==> src/rtl/insn_ctrl_pkg.sv <==
package insn_ctrl_pkg;

    localparam int OP_W     = 3;
    localparam int SEL_W    = 2;
    localparam int INSN_W   = OP_W + 3 * SEL_W;
    localparam int PH_W     = 2;
    localparam int ALU_W    = 2;
    localparam int AS_W     = 2;
    localparam int STEP_W   = 2;
    localparam int DUAL_LAST = 2;  // last sub-step of a three-access op

    typedef enum logic [PH_W-1:0] {
        PH_FETCH  = 2'd0,
        PH_DECODE = 2'd1,
        PH_EXEC   = 2'd2,
        PH_EXTRA  = 2'd3
    } phase_e;

    typedef enum logic [ALU_W-1:0] {
        ALU_ADD = 2'd0,
        ALU_SUB = 2'd1,
        ALU_AND = 2'd2,
        ALU_OR  = 2'd3
    } alu_e;

    typedef enum logic [AS_W-1:0] {
        AS_NONE = 2'd0,
        AS_PC   = 2'd1,
        AS_REG  = 2'd2
    } asrc_e;

    typedef struct packed {
        logic [OP_W-1:0]  op;
        logic [SEL_W-1:0] ri;
        logic [SEL_W-1:0] rj;
        logic [SEL_W-1:0] rk;
    } insn_t;

    typedef struct packed {
        alu_e             alu;
        logic [SEL_W-1:0] rda;
        logic [SEL_W-1:0] rdb;
        logic             we;
        logic [SEL_W-1:0] wsel;
        logic             mrd;
        logic             mwr;
        asrc_e            asrc;
        logic [SEL_W-1:0] areg;
    } ctl_t;

    // Top opcode bit routes through the memory phase.
    function automatic logic op_is_mem(input logic [OP_W-1:0] op);
        return op[OP_W-1];
    endfunction

    // Memory-to-memory arithmetic: two reads then one write.
    function automatic logic op_is_dual(input logic [OP_W-1:0] op);
        return op[OP_W-1] && !op[OP_W-2];
    endfunction

endpackage

==> src/rtl/insn_ctrl_ir.sv <==
module insn_ctrl_ir
    import insn_ctrl_pkg::*;
(
    input  logic              clk,
    input  logic              rst,
    input  logic              load,
    input  logic [INSN_W-1:0] insn_i,
    output insn_t             ir_o
);

    insn_t ir_q;

    always_ff @(posedge clk) begin
        if (rst) begin
            ir_q <= '0;
        end else if (load) begin
            ir_q <= insn_t'(insn_i);
        end
    end

    assign ir_o = ir_q;

endmodule

==> src/rtl/insn_ctrl_seq.sv <==
module insn_ctrl_seq
    import insn_ctrl_pkg::*;
(
    input  logic              clk,
    input  logic              rst,
    input  logic [OP_W-1:0]   op,
    output phase_e            phase_o,
    output logic [STEP_W-1:0] step_o
);

    phase_e            phase_q, phase_d;
    logic [STEP_W-1:0] step_q, step_d;
    logic              last_step;

    assign last_step = op_is_dual(op) ? (step_q == STEP_W'(DUAL_LAST)) : 1'b1;

    always_comb begin
        phase_d = phase_q;
        step_d  = '0;
        case (phase_q)
            PH_FETCH:  phase_d = PH_DECODE;
            PH_DECODE: phase_d = PH_EXEC;
            PH_EXEC:   phase_d = op_is_mem(op) ? PH_EXTRA : PH_FETCH;
            PH_EXTRA: begin
                if (last_step) begin
                    phase_d = PH_FETCH;
                end else begin
                    step_d  = step_q + 1'b1;
                end
            end
            default:   phase_d = PH_FETCH;
        endcase
    end

    always_ff @(posedge clk) begin
        if (rst) begin
            phase_q <= PH_FETCH;
            step_q  <= '0;
        end else begin
            phase_q <= phase_d;
            step_q  <= step_d;
        end
    end

    assign phase_o = phase_q;
    assign step_o  = step_q;

endmodule

==> src/rtl/insn_ctrl_out.sv <==
module insn_ctrl_out
    import insn_ctrl_pkg::*;
(
    input  phase_e            phase,
    input  logic [STEP_W-1:0] step,
    input  insn_t             ir,
    output ctl_t              ctl_o
);

    always_comb begin
        ctl_o = '0;
        case (phase)
            PH_FETCH: begin
                ctl_o.mrd  = 1'b1;
                ctl_o.asrc = AS_PC;
            end
            PH_DECODE: begin
                ctl_o.rda = ir.ri;
                ctl_o.rdb = ir.rj;
            end
            PH_EXEC: begin
                ctl_o.rda = ir.ri;
                ctl_o.rdb = ir.rj;
                if (!op_is_mem(ir.op)) begin
                    ctl_o.alu  = alu_e'(ir.op[ALU_W-1:0]);
                    ctl_o.we   = 1'b1;
                    ctl_o.wsel = ir.rk;
                end
            end
            PH_EXTRA: begin
                ctl_o.rda  = ir.ri;
                ctl_o.rdb  = ir.rj;
                ctl_o.asrc = AS_REG;
                if (op_is_dual(ir.op)) begin
                    case (step)
                        STEP_W'(0): begin
                            ctl_o.mrd  = 1'b1;
                            ctl_o.areg = ir.ri;
                        end
                        STEP_W'(1): begin
                            ctl_o.mrd  = 1'b1;
                            ctl_o.areg = ir.rj;
                        end
                        default: begin
                            ctl_o.mwr  = 1'b1;
                            ctl_o.areg = ir.rk;
                            ctl_o.alu  = ir.op[0] ? ALU_SUB : ALU_ADD;
                        end
                    endcase
                end else if (!ir.op[0]) begin
                    ctl_o.mrd  = 1'b1;
                    ctl_o.areg = ir.ri;
                    ctl_o.we   = 1'b1;
                    ctl_o.wsel = ir.rj;
                end else begin
                    ctl_o.mwr  = 1'b1;
                    ctl_o.areg = ir.rj;
                end
            end
            default: ctl_o = '0;
        endcase
    end

endmodule

==> src/rtl/insn_ctrl.sv <==
module insn_ctrl
    import insn_ctrl_pkg::*;
(
    input  logic              clk,
    input  logic              rst,
    input  logic [INSN_W-1:0] insn_i,
    output logic [PH_W-1:0]   phase_o,
    output logic [ALU_W-1:0]  alu_op_o,
    output logic [SEL_W-1:0]  rd_a_sel_o,
    output logic [SEL_W-1:0]  rd_b_sel_o,
    output logic              reg_we_o,
    output logic [SEL_W-1:0]  reg_wsel_o,
    output logic              mem_rd_o,
    output logic              mem_wr_o,
    output logic [AS_W-1:0]   addr_src_o,
    output logic [SEL_W-1:0]  addr_reg_o
);

    phase_e            phase;
    logic [STEP_W-1:0] step;
    insn_t             ir;
    ctl_t              ctl_raw;
    ctl_t              ctl;

    insn_ctrl_ir u_ir (
        .clk    (clk),
        .rst    (rst),
        .load   (phase == PH_FETCH),
        .insn_i (insn_i),
        .ir_o   (ir)
    );

    insn_ctrl_seq u_seq (
        .clk     (clk),
        .rst     (rst),
        .op      (ir.op),
        .phase_o (phase),
        .step_o  (step)
    );

    insn_ctrl_out u_out (
        .phase (phase),
        .step  (step),
        .ir    (ir),
        .ctl_o (ctl_raw)
    );

    // Reset silences every control line, including the fetch strobe.
    assign ctl = rst ? ctl_t'('0) : ctl_raw;

    assign phase_o    = rst ? PH_W'(PH_FETCH) : PH_W'(phase);
    assign alu_op_o   = ctl.alu;
    assign rd_a_sel_o = ctl.rda;
    assign rd_b_sel_o = ctl.rdb;
    assign reg_we_o   = ctl.we;
    assign reg_wsel_o = ctl.wsel;
    assign mem_rd_o   = ctl.mrd;
    assign mem_wr_o   = ctl.mwr;
    assign addr_src_o = ctl.asrc;
    assign addr_reg_o = ctl.areg;

endmodule

==> config.mk <==
export PLATFORM = sky130hd
export DESIGN_NAME = insn_ctrl
export DESIGN_NICKNAME = d
export VERILOG_FILES = /design/src/rtl/insn_ctrl_pkg.sv /design/src/rtl/insn_ctrl_ir.sv /design/src/rtl/insn_ctrl_seq.sv /design/src/rtl/insn_ctrl_out.sv /design/src/rtl/insn_ctrl.sv
export SDC_FILE = /design/constraint.sdc
export NUM_CORES = 1
export LEC_CHECK = 0
export BUFFER_PORTS_ARGS = -buffer_cell sky130_fd_sc_hd__buf_4
export CAP_MARGIN = 20
export CORE_UTILIZATION = 45
export DETAILED_ROUTE_END_ITERATION = 10
export GPL_ROUTABILITY_DRIVEN = 0
export PLACE_DENSITY_LB_ADDON = 0.08
export SLEW_MARGIN = 0
export SYNTH_ARGS = -nofsm -noshare
export SYNTH_HDL_FRONTEND = slang
export SYNTH_HIERARCHICAL = 1
export SYNTH_SLANG_ARGS = --single-unit
export TNS_END_PERCENT = 50
==> constraint.sdc <==
create_clock -name clk -period 1.5 [get_ports clk]
set_clock_uncertainty 0.2 [all_clocks]
set_input_delay 0.075 -clock clk [delete_from_list [all_inputs] [get_ports clk]]
set_output_delay 0.075 -clock clk [all_outputs]
set_load 0.005 [all_outputs]
# Word-level counts from Yosys, hierarchy flattened
# Cells that the tools add are included.
[op_classes]
n_addsub = 1
n_mul = 0
n_div = 0
magnitude_cmp = 0
n_eq_ne = 6
n_shift = 0
n_mux = 27
bitwise_logic = 1
reduce_logical = 7
[ops]
columns = ["operator", "n"]
rows = [
  ["$mux 2", 10],
  ["$mux 15", 1],
  ["$pmux 2 s2", 3],
  ["$mux 4", 2],
  ["$pmux 2 s4", 1],
  ["$eq 2x2->1 const B", 3],
  ["$mux 1", 6],
  ["$mux 3", 2],
  ["$pmux 3 s2", 1],
  ["$reduce_or 3->1", 2],
  ["$eq 2x1->1 const B", 2],
  ["$logic_not 2->1", 2],
  ["$add 2x1->2 const B", 1],
  ["$ne 2x2->1 const B", 1],
  ["$pmux 1 s2", 1],
  ["$reduce_or 2->1", 1],
  ["$logic_and 1x1->1", 1],
  ["$logic_not 1->1", 1],
  ["$not 1->1", 1],
]
[totals]
ff_bits = 13
latchBits = 0
ram_bits = 0
rom_bits = 0
inputBits = 11
out_inout_bits = 17
word_cells = 48
mem_count = 0

# Longest topological paths before layout
[depth]
ltp_word = 6
mapped_depth = 6
mapped_depth_nobuf = 6

# Cells and area by module
# The synthesis kept the hierarchy.
[modules_own_cells]
columns = ["mod", "instances", "cells_per_inst", "area_per_inst_um2", "seq_area_each_um2"]
rows = [
  ["insn_ctrl_ir", 1, 29, 319.1, 180.2],
  ["insn_ctrl_out", 1, 35, 294.0, 0.0],
  ["insn_ctrl_seq", 1, 14, 157.7, 80.1],
  ["insn_ctrl", 1, 19, 138.9, 0.0],
]

# Worst setup path after synthesis
# OpenSTA, ideal clock, no wires.
[synth_timing]
kind = "register -> output"
startpoint = "register u_seq.phase_q[0], in the netlist u_seq/phase_o[0]"
endpoint = "output port reg_we_o"
t_arrival_ns = 1.278
required_time_ns = 1.225
slack_ns = -0.053
path_stages_with_launch = 6
n_path_buf = 0
cell_sequence = "dfxtp_1 -> inv_1 -> ha_1 -> and2b_1 -> or2_2 -> nor2b_1"
[synth_lines]
columns = ["element", "line_no", "text"]
rows = [
  ["from (decl)", "insn_ctrl_seq.sv:11", "phase_e phase_q, phase_d;"],
  ["from (signal assigned)", "insn_ctrl_seq.sv:40", "phase_q <= phase_d;"],
  ["to (decl)", "insn_ctrl.sv:11", "output logic reg_we_o,"],
]

==> summary.txt <==
Run status
  • Status: finished with violations
  • Failing checks: setup timing

STA
  • Final hold vios: 0
  • Slew headroom: a little over 70%
  • Worst slew pin tran: roughly 430 ps
  • Worst hold slack: about 170 ps
  • Tcrit/Tclk final: 124.0%
  • Final worst slack: -360.6 ps
  • Tmin final: between 1500 and 2000 ps
  • # setup viols final: 16
  • RSZ-0062 raised after global routing: yes
  • Fmax: between 0.5 and 0.6 GHz
  • Final-report max-slew violation count: 0

Cells and area
  • Layout cells sized above 1: 55.84%
  • Final std cell area, no fill: between 1500 and 2000 um^2
  • Area Overhead vs Synth: 70.84%
  • Layout Utilization: between 80% and 90%
  • Commonest non-fill, non-tap cell in the layout: buf_4
  • Most frequent cells in the layout: buf_4 (38), mux2i_1 (12), nor2b_1 (11), dlygate4sd3_1 (11), nor2_1 (10)
  • Final net count: ~170
  • Antenna Cells: 0

Yosys
  • Syn. warnings: 6
  • Mean post-synth cell area: roughly 9.4 um^2
  • Top-area cell type share of the netlist area: 28.61%
  • Part of the Yosys area used for sequential elements: ~29%
  • Post-synthesis net count: roughly 110
  • Synth Cell Area: 909.6 um^2
  • Leading area contributor after synthesis: dfxtp_1
  • Yosys cell types: 28
  • Area contributors post-synth: dfxtp_1 (29%), mux2i_1 (13%), nor2b_1 (11%)
  • Synthesized netlist cell count: 97
  • Synthesized flop and latch total: 13

Power
  • Tot Pwr: between 1000 and 1500 uW
  • Power per cell area: about 660 nW/um^2
  • Static leakage: between 0.0007 and 0.0008 uW
  • Peak VDD IR: approximately 0.62 mV

Detailed routing
  • Wirelength, routed: between 2 and 3 mm
  • DRC viols: 0
  • Starting DRT DRC Count: 21
  • Initial DRT Pass Iterations: 4
  • Routed Antenna Nets: 0
  • DR vias/cell: between 5 and 6
  • Wire per inst: 15.78 um
  • Via count: ~900

Global routing
  • First-pass GRT wire length: between 3 and 4 mm
  • Initial antenna violation count: 0
  • Largest net degree at the start of global routing: 21
  • Total grt overflow: 0
  • Vias in the first global route: a little over 800
  • GRT Util Overall: between 20% and 30%

Place
  • Instance area after placement: between 1000 and 1500 um^2
  • IO buf count: 27
  • DP HPWL: 1.567 mm

Floorplanning
  • Die W: 46.96 um
  • Rows: 15
  • Initial Utilization: roughly 50%
  • Die area: approximately 2200 um^2
  • Vert. Die Dim: 46.96 um
  • Core Area: 1802 um^2
  • I/O pin count: 28

Critical path
  • R2R Path End: u_seq/phase_o[1]
  • R2R depth: 6
  • Crit path capture: alu_op_o[0]
  • Crit Path Category: reg2out
  • Crit path from: u_seq/phase_o[0]
  • Worst endpoint data arrival time: between 1500 and 2000 ps
  • R2r setup slk: -50 ps
  • Endpoint class of the critical path: output port
  • RR Startpoint: u_seq/step_o[0]
  • Critical path peak fanout: 5
  • Critical Path RT: 1220 ps
  • CP startpoint kind: flip-flop

Flow run
  • Max-cap viol count: 0

CTS
  • Worst-path clk slew: ~80 ps
  • Clock sink count: 13
  • Worst skew pair latency: 270 ps
  • CTS max path bufs: 2
  • H-tree level count: 1
  • Num CTS Buffers: 3
  • Clock Tree Root: clkbuf_4
  • CTS tree: yes

Worst hold path
  • Worst hold path type: in2reg
per-stage QoR:
step	setup TNS (ps)	setup slack [ps]	std cells
after global routing	-5188	-401.5	179
after floorplan	0	9.810	97
after global placement	-262.0	-58.07	162
after detailed placement	-540.5	-90.88	162
after CTS	-3791	-350.0	178
final	-4291	-360.6	179
worst min-delay path by stage:
| stage | from | to | cells after the start |
|---|---|---|---|
| after floorplan | rst | u_seq/phase_o[1] | 1 |
| after global placement | insn_i[5] | u_ir/ir_o[5] | 3 |
| after detailed placement | insn_i[0] | u_ir/ir_o[0] | 3 |
| after CTS | rst | u_seq/step_o[0] | 3 |
| after global routing | rst | u_seq/step_o[0] | 3 |
| final | rst | u_seq/step_o[0] | 3 |
cell usage after synthesis, drive strengths merged:
library cell / count
mux2i: 12
ha: 5
or2: 2
dfxtp: 13
o32ai: 1
mux2: 3
nor2b: 17
o21ai: 2
and2: 2
a31oi: 1
inv: 4
nand2b: 4
o22ai: 1
nor3b: 1
nand4b: 1
a311oi: 1
o2111ai: 2
and2b: 8
nor3: 2
nor2: 10
buf: 3
a22o: 2
sequential cells by signal, indices dropped and copies added, names as in the netlist:
register       cells
u_ir/ir_o          9
u_seq/step_o       2
u_seq/phase_o      2
layout make-up:
| class | instances | area (um^2) |
|---|---|---|
| multi-input cells | 77 | 737.0 |
| repair buffers | 56 | 474.2 |
| clock buffers | 4 | 26.28 |
| well taps | 25 | 31.28 |
| inverters | 4 | 15.01 |
| fillers | 100 | 247.7 |
| flip-flops and latches | 13 | 270.3 |
worst max-delay path: stages, from the launching register on:
cell and delay (ps):
dfxtp_2 360, inv_2 60, ha_4 150, and2b_2 230, a31oi_1 140, nor2b_1 80, and2b_2 190, buf_6 110
where the power goes:
part | switching [uW] | leakage [uW] | internal [uW]
logic | 167 | 0.000579 | 238
registers | 31.0 | 0.000109 | 373
clock network | 114 | 0.0000150 | 103
layer usage:
layer  track usage, %  vias to the layer above  part of all wire [%]
met3            3.846                        4                   3.8
met1            29.21                      436                    41
li1                 -                      445                     -
met5                0                        -                     0
met4            8.571                        0                   1.3
met2            44.44                       39                    54
logic make-up (layout without fill, tap and decap cells):
| family | Yosys count | after routing | share of synthesized area (%) |
|---|---|---|---|
| AND/OR/NAND/NOR | 47 | 47 | 33.70 |
| adder cells (fa/ha/maj) | 5 | 5 | 6.878 |
| multiplexers | 15 | 15 | 17.33 |
| AO/OA/AOI/OAI | 10 | 10 | 8.942 |
| flip-flops | 13 | 13 | 28.61 |
| buffers and inverters | 7 | 64 | 4.538 |
timing repair:
| item | in CTS | in global routing |
|---|---|---|
| gates resized for setup | 19 | 17 |
| buffers inserted | 1 | 1 |
| hold endpoints to repair | 10 | 0 |
| cloned | 0 | 0 |
| pin swaps | 6 | 3 |
| setup endpoints to repair | 15 | 18 |
| hold buffers | 11 | 0 |
Power figures use the tool's default switching activity.
